==> src/rtl/coal_pkg.sv <==
package coal_pkg;
   localparam int unsigned COAL_CAUSE_W   = 8;
   localparam int unsigned COAL_CAUSE_BIT = 4;

   typedef enum logic [1:0] {
      SRC_NONE  = 2'd0,
      SRC_COUNT = 2'd1,
      SRC_TIME  = 2'd2
   } fire_src_e;

   function automatic logic [COAL_CAUSE_W-1:0] bit_mask(input int unsigned pos);
      logic [COAL_CAUSE_W-1:0] m;
      m = '0;
      m[pos] = 1'b1;
      return m;
   endfunction
endpackage

==> src/rtl/coal_popcount.sv <==
module coal_popcount #(
   parameter int unsigned N    = 4,
   parameter int unsigned OUTW = 3
) (
   input  logic [N-1:0]    vec,
   output logic [OUTW-1:0] count
);
   generate
      if (N == 1) begin : g_single
         assign count = OUTW'(vec[0]);
      end else begin : g_multi
         always_comb begin
            count = '0;
            for (int i = 0; i < N; i++) begin
               count = count + OUTW'(vec[i]);
            end
         end
      end
   endgenerate
endmodule

==> src/rtl/coal_event_counter.sv <==
module coal_event_counter #(
   parameter int unsigned CNT_W = 8,
   parameter int unsigned ADD_W = 3
) (
   input  logic             clk,
   input  logic             rst_n,
   input  logic             enable,
   input  logic [ADD_W-1:0] add,
   input  logic [CNT_W-1:0] thr,
   input  logic             fire,
   output logic             hit,
   output logic [CNT_W-1:0] pend_q
);
   localparam int unsigned SUM_W = CNT_W + 1;

   logic [SUM_W-1:0] sum;
   logic [SUM_W-1:0] eff_thr;

   assign sum     = {1'b0, pend_q} + SUM_W'(add);
   assign eff_thr = (thr == '0) ? SUM_W'(1) : {1'b0, thr};
   assign hit     = enable && (add != '0) && (sum >= eff_thr);

   always_ff @(posedge clk or negedge rst_n) begin
      if (!rst_n) begin
         pend_q <= '0;
      end else if (!enable || fire) begin
         pend_q <= '0;
      end else begin
         pend_q <= sum[CNT_W-1:0];
      end
   end
endmodule

==> src/rtl/coal_timer.sv <==
module coal_timer #(
   parameter int unsigned TIME_W = 24
) (
   input  logic              clk,
   input  logic              rst_n,
   input  logic              enable,
   input  logic              start,
   input  logic [TIME_W-1:0] thr,
   input  logic              fire,
   output logic              expire,
   output logic              run_q
);
   logic [TIME_W-1:0] tmr_q;

   assign expire = enable && run_q && (tmr_q >= thr);

   always_ff @(posedge clk or negedge rst_n) begin
      if (!rst_n) begin
         run_q <= 1'b0;
         tmr_q <= '0;
      end else if (!enable || fire) begin
         run_q <= 1'b0;
         tmr_q <= '0;
      end else if (run_q) begin
         tmr_q <= tmr_q + 1'b1;
      end else if (start) begin
         run_q <= 1'b1;
         tmr_q <= TIME_W'(1);
      end
   end
endmodule

==> src/rtl/coal_cause_reg.sv <==
module coal_cause_reg #(
   parameter int unsigned W   = 8,
   parameter int unsigned POS = 4
) (
   input  logic         clk,
   input  logic         rst_n,
   input  logic         set,
   input  logic         clr_we,
   input  logic [W-1:0] clr_data,
   output logic [W-1:0] cause_q
);
   localparam logic [W-1:0] IMPL = W'(1) << POS;

   logic [W-1:0] set_vec;
   logic [W-1:0] clr_vec;

   assign set_vec = set ? IMPL : '0;
   assign clr_vec = clr_we ? clr_data : '0;

   always_ff @(posedge clk or negedge rst_n) begin
      if (!rst_n) begin
         cause_q <= '0;
      end else begin
         cause_q <= ((cause_q & ~clr_vec) | set_vec) & IMPL;
      end
   end
endmodule

==> src/rtl/cmpl_irq_coalescer.sv <==
module cmpl_irq_coalescer #(
   parameter int unsigned NUM_PORTS = 4,
   parameter int unsigned CNT_W     = 8,
   parameter int unsigned TIME_W    = 24,
   parameter int unsigned CAUSE_W   = coal_pkg::COAL_CAUSE_W,
   parameter int unsigned CAUSE_BIT = coal_pkg::COAL_CAUSE_BIT
) (
   input  logic                 clk,
   input  logic                 rst_n,
   input  logic [NUM_PORTS-1:0] done_pulse,
   input  logic                 cnt_thr_we,
   input  logic [CNT_W-1:0]     cnt_thr_wdata,
   input  logic                 time_thr_we,
   input  logic [TIME_W-1:0]    time_thr_wdata,
   input  logic                 cause_clr_we,
   input  logic [CAUSE_W-1:0]   cause_clr_data,
   input  logic                 irq_en,
   output logic [CAUSE_W-1:0]   cause_q,
   output logic                 irq_o
);
   import coal_pkg::*;

   localparam int unsigned PC_W = $clog2(NUM_PORTS + 1);

   generate
      if (NUM_PORTS < 1) begin : g_chk_ports
         $error("NUM_PORTS must be at least 1");
      end
      if (PC_W > CNT_W) begin : g_chk_cnt
         $error("CNT_W too narrow for NUM_PORTS");
      end
      if (CAUSE_BIT >= CAUSE_W) begin : g_chk_bit
         $error("CAUSE_BIT outside cause vector");
      end
      if (TIME_W < 2) begin : g_chk_time
         $error("TIME_W must be at least 2");
      end
   endgenerate

   logic [CNT_W-1:0]  cnt_thr_q;
   logic [TIME_W-1:0] time_thr_q;
   logic              coal_on;
   logic [PC_W-1:0]   n_done;
   logic              hit;
   logic              expire;
   logic              fire;
   logic [CNT_W-1:0]  pend_q;
   logic              tmr_run;
   fire_src_e         fire_src;

   always_ff @(posedge clk or negedge rst_n) begin
      if (!rst_n) begin
         cnt_thr_q  <= '0;
         time_thr_q <= '0;
      end else begin
         if (cnt_thr_we)  cnt_thr_q  <= cnt_thr_wdata;
         if (time_thr_we) time_thr_q <= time_thr_wdata;
      end
   end

   assign coal_on = (time_thr_q != '0);

   coal_popcount #(.N(NUM_PORTS), .OUTW(PC_W)) u_pop (
      .vec   (done_pulse),
      .count (n_done)
   );

   coal_event_counter #(.CNT_W(CNT_W), .ADD_W(PC_W)) u_cnt (
      .clk    (clk),
      .rst_n  (rst_n),
      .enable (coal_on),
      .add    (n_done),
      .thr    (cnt_thr_q),
      .fire   (fire),
      .hit    (hit),
      .pend_q (pend_q)
   );

   coal_timer #(.TIME_W(TIME_W)) u_tmr (
      .clk    (clk),
      .rst_n  (rst_n),
      .enable (coal_on),
      .start  (n_done != '0),
      .thr    (time_thr_q),
      .fire   (fire),
      .expire (expire),
      .run_q  (tmr_run)
   );

   always_comb begin
      if (hit)         fire_src = SRC_COUNT;
      else if (expire) fire_src = SRC_TIME;
      else             fire_src = SRC_NONE;
   end

   assign fire = (fire_src != SRC_NONE);

   coal_cause_reg #(.W(CAUSE_W), .POS(CAUSE_BIT)) u_cause (
      .clk      (clk),
      .rst_n    (rst_n),
      .set      (fire),
      .clr_we   (cause_clr_we),
      .clr_data (cause_clr_data),
      .cause_q  (cause_q)
   );

   assign irq_o = cause_q[CAUSE_BIT] & irq_en & coal_on;
endmodule

==> config.mk <==
export PLATFORM = sky130hd
export DESIGN_NAME = cmpl_irq_coalescer
export DESIGN_NICKNAME = d
export VERILOG_FILES = /design/src/rtl/coal_pkg.sv /design/src/rtl/coal_popcount.sv /design/src/rtl/coal_event_counter.sv /design/src/rtl/coal_timer.sv /design/src/rtl/coal_cause_reg.sv /design/src/rtl/cmpl_irq_coalescer.sv
export SDC_FILE = /design/constraint.sdc
export NUM_CORES = 1
export LEC_CHECK = 0
export ABC_CLOCK_PERIOD_IN_PS = 5000
export BUFFER_PORTS_ARGS = -buffer_cell sky130_fd_sc_hd__buf_2
export CAP_MARGIN = 20
export CORE_MARGIN = 3
export CORE_UTILIZATION = 50
export CTS_CLUSTER_SIZE = 14
export DETAILED_ROUTE_END_ITERATION = 10
export PLACE_DENSITY = 0.74
export SYNTH_ARGS = -nofsm -noshare
export SYNTH_HDL_FRONTEND = slang
export SYNTH_SLANG_ARGS = --single-unit
==> constraint.sdc <==
create_clock -name clk -period 5 [get_ports clk]
set_input_delay 0.25 -clock clk [delete_from_list [all_inputs] [get_ports clk]]
set_output_delay 0.25 -clock clk [all_outputs]
set_load 0.01 [all_outputs]
# After elaboration in Yosys (flattened, before gate mapping)
# Cells that the tools add are included.
# op_classes
addsub	5
n_mul	0
div	0
n_lt_le_gt_ge	2
n_eq_ne	0
shift	0
n_mux	12
bitwise	5
n_reduce_logical	11
# op_table
cell	count
$mux W24	3
$add A24 B1 Y24 const B	1
$ge A24 B24 Y1	1
$reduce_bool A24 Y1	1
$mux W8	2
$mux W5	2
$add A8 B3 Y9	1
$ge A9 B9 Y1	1
$logic_not A8 Y1	1
$add A3 B1 Y3	2
$reduce_bool A3 Y1	2
$and A5 B5 Y5	1
$not A5 Y5	1
$or A5 B5 Y5	1
$logic_and A1 B1 Y1	4
$mux W2	2
$mux W1	3
$add A1 B1 Y2	1
$and A1 B1 Y1	2
$reduce_bool A2 Y1	1
$logic_not A1 Y1	1
$logic_or A1 B1 Y1	1
# totals
regBits	66
latch_bits	0
ram_bits	0
rom_bits	0
inputBits	50
output_inout_bits	9
word_cells	41
mem_count	0

# Longest topological paths before layout
# Gate-level depths: netlist (run 1).
# depth
ltp_word	10
depth_mapped	20
ltp_nobuf	19

# Modules after synthesis
# A second synthesis (run 1) with hierarchy kept.
# unflattened
hier_cells	415
hier_area_um2	4152.7
# modules_own_cells
module	n_inst	cells_per_inst	area_each_um2	seq_area_each_um2
coal_timer	1	242	1939.4	625.6
cmpl_irq_coalescer	1	80	1366.3	800.8
coal_event_counter	1	74	690.7	200.2
coal_cause_reg	1	11	92.6	25.0
coal_popcount	1	8	63.8	0.0

# Least setup slack after synthesis (run 1)
# Ideal clock, no wire load.
# synth_path
path_kind	input to register
from	input done_pulse[0]
to	register u_tmr.tmr_q[3]
arrival_ps	3653
t_required_ps	4935
path_slack_ps	1281
cell_stages	20
n_path_buf	1
path_cell_list	ha_1 -> inv_1 -> fa_1 -> inv_2 -> ha_1 -> inv_1 -> fa_1 -> nand2b_1 -> nand2_1 -> nand4_1 -> xnor2_1 -> ha_1 -> a211oi_1 -> o21ai_0 -> o2111ai_2 -> nand3b_4 -> nor3_2 -> buf_4 -> a21o_1 -> a22o_1
# synth_between
elab_chain_cells	10
word_cells_on_any_way	13
classes_between	add/sub: 4; order compare: 1; mux: 2; reduce/logical: 6
# synth_rtl
item	line_no	text
start, declared	cmpl_irq_coalescer.sv:10	input logic [NUM_PORTS-1:0] done_pulse,
$add A1 B1 Y2 *	coal_popcount.sv:15	count = count + OUTW'(vec[i]);
$add A3 B1 Y3 * (2 in a row)	coal_popcount.sv:15	
$add A8 B3 Y9 or $reduce_bool A3 Y1 (tied branches)	coal_event_counter.sv:19, coal_event_counter.sv:21, cmpl_irq_coalescer.sv:83	
$ge A9 B9 Y1 or $logic_and A1 B1 Y1 (tied branches)	coal_event_counter.sv:21	assign hit = enable && (add != '0) && (sum >= eff_thr);
$logic_and A1 B1 Y1	coal_event_counter.sv:21	
$mux W2	cmpl_irq_coalescer.sv:91	if (hit) fire_src = SRC_COUNT;
$reduce_bool A2 Y1	cmpl_irq_coalescer.sv:96	assign fire = (fire_src != SRC_NONE);
$logic_or A1 B1 Y1	coal_timer.sv:21	end else if (!enable || fire) begin
$reduce_bool A3 Y1 (no source line) or $mux W24 (tied branches)	-	
end signal, assigned	coal_timer.sv:25	tmr_q <= tmr_q + 1'b1;
end, declared	coal_timer.sv:13	logic [TIME_W-1:0] tmr_q;
# Mark *: on every way between the ends. The rest lies on a longest branch, timed or not.
# A chain may end at the register's enable or synchronous reset.

# Final worst setup path (run 1)
# layout_path
from	input done_pulse[0]
to	register u_tmr.tmr_q[6]
# The elaborated chain is that of the path after synthesis.

==> results of run 1 <==
==> cells by family (layout without fill, tap and decap cells) <==
group	count (synthesis)	count (layout)	share of synthesized area
AO/OA/AOI/OAI	100	100	0.155
AND/OR/NAND/NOR	174	174	0.211
flip-flops	66	66	0.405
XOR/XNOR	6	6	0.0129
other	1	7	0.000919
adder cells (fa/ha/maj)	40	40	0.126
multiplexers	6	6	0.0159
buffers and inverters	65	106	0.0733
==> critical path: cells and delay by family <==
family                     cells  cell delay, ps
adders and majority gates      5            1530
and+or+nand+nor                6            1500
AOI/OAI and AO/OA              4             720
buffers and inverters          4             300
xor gates and xnor gates       1             210
==> routing by layer <==
layer,wire length [um],share of wire
met5,0,0
met4,48,0.0056
met3,405,0.047
met2,4160,0.48
met1,4030,0.47
==> area by class of cell <==
type,count,area share
Multi-Input combinational cell,333,0.475
Sequential cell,66,0.364
Timing Repair Buffer,45,0.0502
Inverter,45,0.0373
Clock buffer,10,0.0304
Tap cell,102,0.0282
Clock inverter,6,0.0146
==> flip-flops by register name, summed over array words and instances, names as in the netlist <==
signal / cells
u_cause.cause_q: 1
time_thr_q: 24
u_tmr.run_q: 1
u_tmr.tmr_q: 24
u_cnt.pend_q: 8
cnt_thr_q: 8
==> metrics by stage <==
step,power (mW),cell area (um^2),utilization,hold WS [ps],worst slack [ps]
floorplan,1.17,4100,-,-45.6,1280
detailed placement,1.31,4330,0.554,460,407
global route,1.89,4530,0.580,99.2,452
global placement,1.27,4330,0.554,457,586
finish,1.76,4530,0.580,59.5,775
CTS,1.77,4530,0.580,96.2,767
==> power by group <==
part | leakage, nW | switching (mW) | internal (mW)
sequential | 0.844 | 0.0678 | 0.610
clock | 0.0945 | 0.211 | 0.243
combinational | 1.29 | 0.384 | 0.241
==> final timing paths <==
kind / start / to / slack (ps)
setup reg to reg: u_cnt.pend_q[0] / u_tmr.tmr_q[6] / 1260
max in group asynchronous: rst_n / u_tmr.tmr_q[11] / 4360
min in group clk: time_thr_wdata[1] / time_thr_q[1] / 100
hold reg to reg: u_cause.cause_q[4] / u_cause.cause_q[4] / 520
hold / removal: rst_n / time_thr_q[21] / 60
setup / recovery: done_pulse[0] / u_tmr.tmr_q[6] / 770
==> cell usage in the layout (no fill, tap or decap), types with 4 or more instances in the layout <==
cell type	synthesis	routed
a21oi_1	18	18
ha_1	38	38
nor4_1	10	10
a21o_1	7	7
mux2_2	4	4
nor2_1	22	22
clkbuf_8	1	10
nand3_1	20	20
xnor2_1	5	5
conb_1	1	7
inv_1	44	44
dfrtp_1	66	66
and3_1	6	6
a31oi_1	6	6
o21ai_0	42	42
nand2b_1	4	4
nor3_1	5	5
nor2_2	8	8
nand2_1	69	69
and2_1	7	7
nand4_1	12	12
buf_2	3	44
==> reports/results.txt, run 1 <==
Met2 Usage GRT: 0.347
Setup crit end kind: flip-flop
Mapped Cells: 458
EDFF count, synth: 0
Fmax achieved: 237 MHz
Post-route setup TNS: 0 ps
Post-synth top area share: 0.405
Top cells by area, synth: dfrtp_1 (40%), ha_1 (12%), nand2_1 (6.3%)
DPL Wire Length: 6550 um
Slew HR: 0.442
Post-Layout Cell Count: 607
Slowest-stage cell, CP: nor3_2
GR Overflow Total: 0
Final min period: 4230 ps
Pwr/cell area: 388 nW/um^2
Via count of the routed design: 3,317
Initial Util: 0.523
Top_reg_cell synth: dfrtp_1
# IOs: 59
Synth warn: 0
Clock tree buffer depth: 2
Mean area per synthesized cell: 8.91 um^2
CP max stage delay: 650 ps
Slew Limit Fails: 0
Footprint of the multi-input gates: 2150 um^2
Final setup fails: 0
GR peak layer: met2
Most frequent CP cell: ha_1
LEAKAGE: 2.23 nW
Cell area after synthesis: 4080 um^2
Clock skew: 5.83 ps
Seq/Total Area, Yosys: 0.405
Root buf cell: clkbuf_8
Num rows: 32
Unrepaired setup endpoints after global routing: false
Met1 Use GR: 0.246
Worst slew pin tran: 837 ps
Crit path max fanout: 13
Die width: 96.3 um
Number of I/O port buffers: 44
TritonCTS Buffers: 9
DRC viols: 0
Status: finished clean
Fill cells: 704
Count leader, synth: nand2_1
Dominant cell type by area after synthesis: dfrtp_1
Worst path required time: 5290 ps
Vias per std cell: 5.46
Final hold vios: 0
Die ar.: 9280 um^2
Post-synth ARST share: 1.00
Initial antenna violation count: 0
CTS Sinks: 66
CTS tree: built
Hold_buf cts: 0
Routability cong.: 0.852
Number of global-route vias before repair: 3,217
Layout cells sized above 1: 0.176
Clock-pin slew on the worst setup and hold paths: 70 ps
Drt wl/cell: 14.2 um
First-pass GRT wire length: 14,200 um
Arrival @ worst endpoint: 4510 ps
Post-CTS sizing: 0
R2R depth: 15
Placed Cells: 591
Yosys reg bits: 66
Total Routing Usage GR: 0.198
Core Area: 7810 um^2
Synth unique cells: 55
First-pass DRT Iterations: 4
Max Cap Viol: 0
Largest net degree at the start of global routing: 67
Post-CTS Setup Bufs: 0
GR met3 Demand/Resource: 0.0532
Crit path launch type: input port
Final ANT Viol Nets: 0
Htree depth: 3
Period utilization: 0.845
Worst setup path category: in2reg
Crit path cell chain: buf_2, ha_1, inv_1, fa_1, inv_2, ha_1, inv_1, fa_1, nand2b_1, nand2_1, nand4_1, xnor2_1, ha_1, a211oi_1, o21ai_0, o2111ai_2, nand3b_4, nor3_2, and3_1, a221o_1
Number of diodes: 0
Worst skew pair latency: 350 ps
Hold Crit Class: in2async
Fin nets: 590
Area grow syn2layout: 11.1%
Register Area: 1650 um^2
Final wirelength: 8640 um
Die height: 96.3 um
Max IR drop VDD: 0.260 mV
DRT iter0 DRCs: 185
Post-synth top cells: nand2_1 (69), dfrtp_1 (66), inv_1 (44)
(Power assumes the default switching activity.)
==> run 2: changes to the inputs <==
ABC_AREA = 1   (was unset)
ABC_CLOCK_PERIOD_IN_PS = 4200   (was 5000)
clock period = 4.2 ns   (was 5 ns; I/O delays follow)
==> reports/results.txt, run 2 <==
Status: finished clean
Final wirelength: 8950 um (+3.6%)
Initial antenna violation count: 0 (unchanged)
Post-synth top cells: nand2_1 (140), inv_1 (106), dfrtp_1 (66)
DRC viols: 0 (unchanged)
Register Area: 1650 um^2 (unchanged)
Number of diodes: 0 (unchanged)
Most frequent cells in the layout: nand2_1 (140), inv_1 (106), dfrtp_1 (66)
Post-layout util: 0.583 (+0.00266)
Total Routing Usage GR: 0.193 (-0.00520)
Unrepaired setup endpoints after global routing: false
Hold_buf cts: 0 (unchanged)
Slew HR: 0.453 (+0.0113)
Final ANT Viol Nets: 0 (unchanged)
DPL Wire Length: 6850 um (+4.6%)
Root buf cell: clkbuf_8
LEAKAGE: 2.63 nW (+18%)
CTS Sinks: 66 (unchanged)
Pwr/cell area: 428 nW/um^2 (+10%)
Crit. Startpoint: done_pulse[0]
Final hold vios: 0 (unchanged)
Arrival @ worst endpoint: 3830 ps (-680 ps)
GR Overflow Total: 0 (unchanged)
Htree depth: 3 (unchanged)
Mean area per synthesized cell: 7.40 um^2 (-17%)
Post-synth top area share: 0.378 (-0.0271)
Yosys reg bits: 66 (unchanged)
Period utilization: 0.850
Design Area, Final: 4860 um^2 (+7.3%)
Core Area: 8340 um^2 (+6.8%)
Clock skew: 7.81 ps (+1.98 ps)
Mapped Cells: 591 (+29%)
Worst path required time: 4460 ps (-830 ps)
Post-synth ARST share: 1.00 (unchanged)
Post-route setup TNS: 0 ps (unchanged)
Layout cells sized above 1: 0.129 (-0.0477)
Largest net degree at the start of global routing: 67 (unchanged)
Num rows: 33 (+3.1%)
Die height: 99.5 um (+3.3%)
# IOs: 59 (unchanged)
Die width: 99.5 um (+3.3%)
Synth warn: 0 (unchanged)
Worst slew pin tran: 820 ps (-17.0 ps)
Final setup fails: 0 (unchanged)
Most common library cell in the layout ignoring fill and taps: nand2_1
Clock tree buffer depth: 2 (unchanged)
Number of I/O port buffers: 44 (unchanged)
Placed Cells: 729 (+23%)
Slew Limit Fails: 0 (unchanged)
Crit path max fanout: 32 (+19)
Number of global-route vias before repair: 3,627 (+13%)
Drt wl/cell: 12.1 um (-15%)
Max IR drop VDD: 0.254 mV (-2.3%)
Routability cong.: 0.877 (+2.9%)
Worst skew pair latency: 340 ps (about the same)
Setup crit end kind: flip-flop
Biggest regs: time_thr_q (24), u_tmr.tmr_q (24)
CTS tree: built
EDFF count, synth: 0 (unchanged)
Count leader, synth: nand2_1
Top cells by area, synth: dfrtp_1 (38%), nand2_1 (12%), ha_1 (11%)
Die ar.: 9900 um^2 (+6.7%)
DRT iter0 DRCs: 166 (-10%)
Fill cells: 775 (+10%)
First-pass DRT Iterations: 4 (unchanged)
Dominant cell type by area after synthesis: dfrtp_1
Crit Reg-Reg Startpoint: u_cnt.pend_q[0]
First-pass GRT wire length: 15,600 um (+9.6%)
Footprint of the multi-input gates: 2200 um^2 (+2.2%)
Seq/Total Area, Yosys: 0.378 (-0.0271)
Area grow syn2layout: 11.2%
Post-Layout Cell Count: 743 (+22%)
Vias per std cell: 4.97 (-9.0%)
Post-CTS sizing: 0 (unchanged)
TritonCTS Buffers: 9 (unchanged)
Fin nets: 725 (+23%)
Top_reg_cell synth: dfrtp_1
DP Area: 4640 um^2 (+7.2%)
Final min period: 3570 ps
Max Cap Viol: 0 (unchanged)
Crit path launch type: input port
Fmax achieved: 280 MHz
Hold Crit Class: in2async
Via count of the routed design: 3,695 (+11%)
Post-CTS Setup Bufs: 0 (unchanged)
Synth unique cells: 38 (-31%)
Clock-pin slew on the worst setup and hold paths: 70 ps (about the same)
Cell area after synthesis: 4370 um^2 (+7.2%)
Initial Util: 0.524 (+0.00171)
Worst setup path category: in2reg
run 2: path summary, 6_finish.rpt:
kind / to / slack (ps) / depth (start not counted)
setup / recovery: u_tmr.tmr_q[17] / 630 / 24
hold / removal: time_thr_q[3] / 50 / 2
setup reg to reg: u_tmr.tmr_q[17] / 1100 / 19
max in group asynchronous: u_tmr.tmr_q[21] / 3630 / 2
min in group clk: time_thr_q[16] / 70 / 3
hold reg to reg: u_cause.cause_q[4] / 540 / 2
run 2: cell type report:
type                    instances  share of cell area
clock inverters                 2              0.0123
well taps                     105              0.0270
multi-input cells             400               0.452
flip-flops and latches         66               0.340
inverters                     112              0.0864
repair buffers                 46              0.0484
clock buffers                  12              0.0340
run 2: cell families (layout without fill, tap and decap cells):
family                   Yosys count  count (layout)  share of synthesized area
other                              1               7                   0.000858
flip-flops                        66              66                      0.378
adder cells (fa/ha/maj)           40              40                      0.118
XOR/XNOR                           5               5                     0.0100
AND/OR/NAND/NOR                  271             271                      0.276
buffers and inverters            131             172                      0.124
AO/OA/AOI/OAI                     77              77                     0.0936
run 2: power by group:
part / switching, mW / internal (mW)
clock: 0.234 / 0.377
sequential: 0.0751 / 0.728
combinational: 0.418 / 0.251
run 2: critical path, cell delays in order:
cell      delay (ps)
buf_2            100
ha_1             280
inv_1             70
fa_1             400
inv_1             80
ha_1             160
inv_1             50
fa_1             360
inv_1             80
nand2_1           60
a21boi_1         160
nand2_1          120
nor2_1           130
xor2_1           220
ha_1             280
nand2_1           70
inv_1             50
nand4_1           80
nand2_1           50
nor2_1            90
nand2_1           70
nand2_2          110
nand3_4          320
nor2_1           220
run 2: stage by stage:
step | worst slack (ps) | hold WS, ps | power, mW
after floorplan | 892 | -85.6 | 1.35
after global placement | 396 | 412 | 1.45
after detailed placement | 254 | 421 | 1.49
after CTS | 598 | 59.6 | 2.11
after global routing | 262 | 61.4 | 2.26
final | 628 | 45.9 | 2.08
run 2: layer usage:
| layer | up-vias | share of wire | track usage | wire length (um) |
|---|---|---|---|---|
| met1 | 1665 | 0.45 | 0.236 | 4030 |
| met3 | 12 | 0.050 | 0.0407 | 449 |
| met4 | 0 | 0.014 | 0.0746 | 129 |
| li1 | 1941 | - | - | - |
| met2 | 77 | 0.48 | 0.334 | 4340 |
| met5 | - | 0 | 0 | 0 |
==> run 3: changes to the inputs <==
MAX_ROUTING_LAYER = met4   (was unset)
==> reports/results.txt, run 3 (same netlist as run 2, synthesis figures left out) <==
Status: finished clean
Clock skew: 8.09 ps (+0.280 ps)
Root buf cell: clkbuf_8
Die width: 99.5 um (unchanged)
Fin nets: 725 (unchanged)
CP bufs+invs: 6 (unchanged)
Worst setup path category: in2reg
Placed Cells: 729 (unchanged)
Num rows: 33 (unchanged)
R2R depth: 19 (unchanged)
Biggest regs: time_thr_q (24), u_tmr.tmr_q (24)
Design Area, Final: 4800 um^2 (-1.4%)
Footprint of the multi-input gates: 2200 um^2 (unchanged)
Routability cong.: 0.890 (+1.5%)
Critical path's top delay family: adder cells
Pwr/cell area: 403 nW/um^2 (-6.0%)
Final setup fails: 0 (unchanged)
Hold Crit Class: in2async
Fill cells: 767 (-1.0%)
Max IR drop VDD: 0.267 mV (+5.2%)
Most common library cell in the layout ignoring fill and taps: nand2_1
Slew Limit Fails: 0 (unchanged)
CP max stage delay: 410 ps (about the same)
Fmax achieved: 283 MHz (+1.3%)
Pre-CTS setup slack: 292 ps (+38.3 ps)
GR Overflow Total: 0 (unchanged)
TritonCTS Buffers: 9 (unchanged)
Initial antenna violation count: 0 (unchanged)
Arrival @ worst endpoint: 3780 ps (-50 ps)
Number of diodes: 0 (unchanged)
Crit path max fanout: 32 (unchanged)
Slowest-stage cell, CP: fa_1
Crit Reg-Reg Startpoint: u_cnt.pend_q[0]
Register Area: 1650 um^2 (unchanged)
Final wirelength: 8800 um (-1.7%)
Vias per std cell: 5.00 (+0.62%)
Core Area: 8340 um^2 (unchanged)
Total Routing Usage GR: 0.196 (+0.00307)
Post-CTS sizing: 0 (unchanged)
LEAKAGE: 2.60 nW (-1.3%)
First-pass DRT Iterations: 4 (unchanged)
Die ar.: 9900 um^2 (unchanged)
Final hold vios: 0 (unchanged)
Worst slew pin tran: 836 ps (+15.5 ps)
Clock-pin slew on the worst setup and hold paths: 70 ps (about the same)
Reg2reg end: u_cnt.pend_q[0]
Clock tree buffer depth: 2 (unchanged)
Crit path launch type: input port
Worst path required time: 4460 ps (about the same)
Layout cells sized above 1: 0.127 (-0.00157)
Unrepaired setup endpoints after global routing: false
CTS tree: built
Drt wl/cell: 11.8 um (-1.7%)
R2R Setup Slk: 1150 ps (+50 ps)
Crit. Startpoint: done_pulse[0]
DP Area: 4640 um^2 (unchanged)
Die height: 99.5 um (unchanged)
Worst skew pair latency: 340 ps (about the same)
Most frequent cells in the layout: nand2_1 (140), inv_1 (106), dfrtp_1 (66)
Post-Layout Cell Count: 743 (unchanged)
Crit path cell chain: buf_2, ha_1, inv_1, fa_1, inv_1, ha_1, inv_1, fa_1, inv_1, nand2_1, a21boi_1, nand2_1, nor2_1, xor2_1, ha_1, nand2_1, inv_1, nand4_1, nand2_1, nor2_1, nand2_1, nand2_2, nand3_4, nor2_1
Number of I/O port buffers: 44 (unchanged)
Post-CTS Setup Bufs: 0 (unchanged)
Period utilization: 0.840 (-0.0106)
Htree depth: 3 (unchanged)
Final min period: 3530 ps (-44.5 ps)
Post-route setup TNS: 0 ps (unchanged)
Slew HR: 0.443 (-0.0104)
Final ANT Viol Nets: 0 (unchanged)
# IOs: 59 (unchanged)
DRC viols: 0 (unchanged)
Via count of the routed design: 3,718 (+0.62%)
Area grow syn2layout: 9.70%
DRT iter0 DRCs: 201 (+21%)
DPL Wire Length: 6810 um (-0.58%)
Largest net degree at the start of global routing: 67 (unchanged)
Max Cap Viol: 0 (unchanged)
First-pass GRT wire length: 15,300 um (-2.2%)
Number of global-route vias before repair: 3,507 (-3.3%)
Setup crit end kind: flip-flop
Hold_buf cts: 0 (unchanged)
Initial Util: 0.524 (unchanged)
Worst Slack Setup Final: 672 ps (+44.5 ps)
CTS Sinks: 66 (unchanged)
==> run 3: changes by cell type in the layout (fill, tap and decap cells not counted) <==
cell and change:
bufinv_16 -2, clkbuf_1 +1, clkinv_2 +2, clkbuf_8 -2, clkinvlp_4 +1
==> run 3: report_power, final <==
part / internal, mW / switching, mW
Sequential: 0.728 / 0.0749
Clock: 0.222 / 0.234
Combinational: 0.250 / 0.422
==> run 3: layout make-up <==
type / instances / share of cell area
clock buffers: 11 / 0.0295
clock inverters: 3 / 0.00365
inverters: 112 / 0.0876
multi-input cells: 400 / 0.459
flip-flops and latches: 66 / 0.344
well taps: 105 / 0.0274
repair buffers: 46 / 0.0490
==> run 3: per-layer routing <==
layer	global-route usage	vias to the layer above	routed length [um]
met5	-	-	0
met4	0.0819	0	182
met3	0.0414	18	394
met2	0.326	68	4190
met1	0.231	1687	4030
li1	-	1945	-
==> run 3: per-stage QoR <==
| stage | hold slack (ps) | util | power (mW) |
|---|---|---|---|
| floorplan | -85.6 | - | 1.35 |
| global placement | 413 | 0.556 | 1.46 |
| detailed placement | 417 | 0.556 | 1.50 |
| CTS | 51.1 | 0.575 | 1.96 |
| global route | 41.5 | 0.575 | 2.12 |
| finish | 33.1 | 0.575 | 1.93 |
==> run 3: worst max-delay path by stage <==
stage | depth (start not counted) | slack (ps) | endpoint
global placement | 24 | 390 | u_tmr.tmr_q[22]
finish | 24 | 670 | u_cnt.pend_q[0]
detailed placement | 24 | 290 | u_cnt.pend_q[0]
CTS | 24 | 650 | u_cnt.pend_q[0]
floorplan | 24 | 890 | u_tmr.tmr_q[10]
global route | 24 | 330 | u_cnt.pend_q[0]
